**src/rtl/bitbang_wr_seq.sv**
```systemverilog
module bitbang_wr_seq #(
  parameter int ADDR_W = 7,
  parameter int DATA_W = 8
) (
  input  logic              clk,
  input  logic              rst_n,
  input  logic              tick,
  input  logic              req,
  input  logic [ADDR_W-1:0] addr,
  input  logic [DATA_W-1:0] wdata,
  output logic              ack,
  output logic [7:0]        pat,
  output logic              pat_vld
);
  localparam int BITS    = 1 + ADDR_W + DATA_W;
  localparam int ENTRIES = 2 * BITS + 3;
  localparam int IW      = $clog2(ENTRIES);
  localparam logic [IW-1:0] LAST_BIT = IW'(2 * BITS);
  localparam logic [IW-1:0] LAST     = IW'(ENTRIES - 1);
  localparam logic [7:0]    IDLE_PAT = 8'h80;

  logic            busy;
  logic [IW-1:0]   idx;
  logic [IW-1:0]   k;
  logic [BITS-1:0] word;
  logic [BITS-1:0] shifted;
  logic [7:0]      nxt;

  wire accept = req && !busy && !ack;

  assign k       = idx - IW'(1);
  assign shifted = word >> k[IW-1:1];

  always_comb begin
    nxt = IDLE_PAT;
    if (idx != '0 && idx <= LAST_BIT)
      nxt = {1'b0, k[0], shifted[0], 5'b0};
  end

  always_ff @(posedge clk) begin
    if (!rst_n) begin
      busy    <= 1'b0;
      idx     <= '0;
      word    <= '0;
      pat     <= IDLE_PAT;
      pat_vld <= 1'b0;
      ack     <= 1'b0;
    end else begin
      pat_vld <= 1'b0;
      ack     <= 1'b0;
      if (accept) begin
        busy <= 1'b1;
        idx  <= '0;
        word <= {wdata, addr, 1'b0};
      end else if (busy && tick) begin
        pat     <= nxt;
        pat_vld <= 1'b1;
        if (idx == LAST) begin
          busy <= 1'b0;
          ack  <= 1'b1;
          idx  <= '0;
        end else begin
          idx <= idx + IW'(1);
        end
      end
    end
  end
endmodule

```
**config.mk**
```make
export PLATFORM = sky130hd
export DESIGN_NAME = bitbang_wr_seq
export DESIGN_NICKNAME = d
export VERILOG_FILES = /design/src/rtl/bitbang_wr_seq.sv
export SDC_FILE = /design/constraint.sdc
export NUM_CORES = 1
export LEC_CHECK = 0
export ABC_CLOCK_PERIOD_IN_PS = 4400
export BUFFER_PORTS_ARGS = -buffer_cell sky130_fd_sc_hd__buf_4
export CORE_AREA = 3 3 59 50
export DETAILED_ROUTE_END_ITERATION = 6
export DIE_AREA = 0 0 62 53
export PLACE_DENSITY = 0.8
export SLEW_MARGIN = 20
export SYNTH_ARGS = -nofsm -noshare
export SYNTH_HDL_FRONTEND = slang
export SYNTH_SLANG_ARGS = --single-unit
```
**constraint.sdc**
```tcl
create_clock -name clk -period 4.4 [get_ports clk]
set_input_delay 0.22 -clock clk [delete_from_list [all_inputs] [get_ports clk]]
set_output_delay 0.22 -clock clk [all_outputs]
set_load 0.02 [all_outputs]
```
==> impl_metrics.json <==
{
  "cts_buffers": 3,
  "critical_path_buf_inv_count": 1,
  "rsz0062_at_grt": "false",
  "synth.avg_cell_area_um2": 8.994,
  "preCtsSetupSlack_ns": 2.150,
  "wl_per_cell_um": 12.83,
  "pin_count": 29,
  "synth_ff_type": "dfxtp_1",
  "final_util_pct": 63.43,
  "ys_ff_latch": 27,
  "slowest_stage": "mux4_1",
  "synth.area.top_cells": "dfxtp_1 (40%), nand2_1 (11%), a21boi_0 (8.4%), mux4_1 (5.9%), ha_1 (3.7%)",
  "finClkSkew_ns": 0.009028,
  "final.fill_count": 222,
  "synthMuxAreaShare_pct": 9.617,
  "worst_setup_path_end_kind": "register",
  "overflow": 0,
  "yosysMostFrequentCell": "nand2_1",
  "synth-simple-area-share_pct": 20.63,
  "slew_headroom_pct": 58.19,
  "die_x_um": 62,
  "slowest_delay_ns": 0.58,
  "drv_slew": 0,
  "path_clk_slew_ns": 0.14,
  "drc_errors": 0,
  "synth_commonest_cells": "nand2_1 (39), dfxtp_1 (27), a21boi_0 (15)",
  "syn_inst": 149,
  "initial_core_util_pct": 55.32,
  "antenna_found_initial": 0,
  "final_cell_area_mm2": 0.001536,
  "track_usage_pct": 18.42,
  "cpMostUsedCell": "mux2i_1",
  "cp_top_family": "multiplexers",
  "ir_worst_vdd_mv": 0.1973,
  "grt_pass1_vias": 1002,
  "gp_congestion": 0.8652,
  "viasPerCell": 5.112,
  "vias": 1048,
  "synth_top_family_by_area": "simple AND/OR/NAND/NOR gates",
  "clock-root-buffer": "clkbuf_4",
  "diodes": 0,
  "tritoncts": "yes",
  "p_leak_nw": 0.6397,
  "yosys.area.top_type": "dfxtp_1",
  "drive_gt1_share_pct": 17.16,
  "arrival_ns": 2.54,
  "cp_max_fo": 7,
  "cts-hold-fix-buffers": 0,
  "holdWs_ns": 0.1172,
  "post-cts-setup-buffers": 0,
  "setup_ws_ns": 2.097,
  "cp_cell_sequence": "inv_1, ha_1, xor2_4, mux4_1, mux2i_1, mux2i_1, a31o_1",
  "fin_nets": 193,
  "powerDensity_mw_per_mm2": 280.2,
  "setup-tns-final_ns": 0,
  "status": "completed",
  "finalHoldViolCount": 0,
  "cts.repair.resized": 0,
  "hpwlAfterDp_um": 2043,
  "start_kind": "register",
  "synth_edf_count": 0,
  "placed_area_mm2": 0.001509,
  "async_flop_share_pct": 0,
  "synth_compound_area_share_pct": 11.95,
  "routed_wl_um": 2630,
  "synthAdderAreaFrac_pct": 3.735,
  "first_pass_iters": 4,
  "synth_top_area_share_pct": 40.34,
  "clockBufferDepth": 2,
  "ant_nets": 0,
  "max_freq_mhz": 434.2,
  "syn_area_mm2": 0.001340,
  "setup_viol": 0,
  "clock_sinks": 27,
  "die_h_um": 53,
  "core_mm2": 0.002422,
  "ys_seq_area_share_pct": 40.34,
  "cap_violations": 0,
  "post-route-period-util_pct": 52.35,
  "insertion_delay_ns": 0.34,
  "grt_pass1_wl_um": 4471,
  "power_mw": 0.4305,
  "final_cells": 205,
  "tightest_slew_ns": 0.6253,
  "synth_xor_area_share_pct": 7.283,
  "yosysWarnings": 0,
  "hold_path.class": "in -> reg",
  "drtIter0Drc": 46,
  "crit_type": "reg -> reg",
  "grt_max_degree": 22,
  "fin_crit_ns": 2.303,
  "yosys.cell_types.count": 31,
  "placed_cells": 201,
  "required_ns": 4.64,
  "portBuffers": 23,
  "areaGrowthSynthToFinish_pct": 14.66,
  "std_cell_rows": 16,
  "die-area_mm2": 0.003286,
  "h-tree-depth": 1
}
tightest hold or removal path, cell delays in order:
cell and delay, ns:
buf_4 0.10, nand2_1 0.04, a21boi_0 0.06
layout by cell type (no fill, tap or decap):
master / count
nor3_1: 2
xnor2_1: 4
a22oi_1: 1
a21oi_1: 2
nand3b_1: 1
ha_1: 4
xor2_4: 1
xor2_1: 4
nand2_1: 39
o21a_1: 1
mux2i_1: 5
clkbuf_4: 3
and3_1: 2
nand3_1: 1
a31o_1: 1
dfxtp_1: 27
and4_1: 1
o211ai_1: 1
inv_1: 3
clkinv_2: 1
nand2b_1: 1
conb_1: 5
nand4_1: 3
nor3b_1: 2
and2_1: 1
a21boi_0: 15
nor2b_1: 1
mux4_1: 3
nor2_1: 9
buf_4: 24
o22ai_1: 1
worst paths after layout:
check,startpoint,endpoint,slack [ns],cells after the start
setup / recovery,idx[0],pat[5],2.10,7
hold / removal,wdata[4],word[12],0.12,3
setup reg to reg,idx[0],pat[5],2.10,7
hold reg to reg,word[3],word[3],0.48,2
registers in the layout (all words and copies together), names as in the netlist:
signal   cells
ack          1
word        15
busy         1
pat          3
pat_vld      1
idx          6
layout make-up:
class                      instances  area (um2)  area share [%]
sequential                        27       540.5           35.18
clock buffer                       3       22.52           1.466
timing repair buffer              24       180.2           11.73
inverter                           3       11.26          0.7329
multi-input combinational        111       732.0           47.64
clock inverter                     1       5.005          0.3257
tap                               36       45.04           2.932
per-layer routing:
metal | global-route usage, % | wire length, um | vias up
met2 | 32.41 | 1334 | 38
met3 | 6.341 | 171 | 4
met5 | 0 | 0 | -
met4 | 3.534 | 24 | 0
met1 | 21.30 | 1099 | 478
li1 | - | - | 528
report_power, final:
group | switching [mW] | leakage, nW | total (mW) | internal, mW
sequential | 0.00618 | 0.220 | 0.261 | 0.254
clock | 0.0742 | 0.0177 | 0.108 | 0.0342
combinational | 0.0313 | 0.402 | 0.0614 | 0.0301
kinds of logic (layout without fill, tap and decap cells):
group | Yosys count | in the layout
AO/OA/AOI/OAI | 22 | 22
XOR/XNOR | 9 | 9
adder cells (fa/ha/maj) | 4 | 4
buffers and inverters | 15 | 31
flip-flops | 27 | 27
multiplexers | 8 | 8
other | 1 | 5
AND/OR/NAND/NOR | 63 | 63
Note: power is estimated with default switching activity, not from simulation.
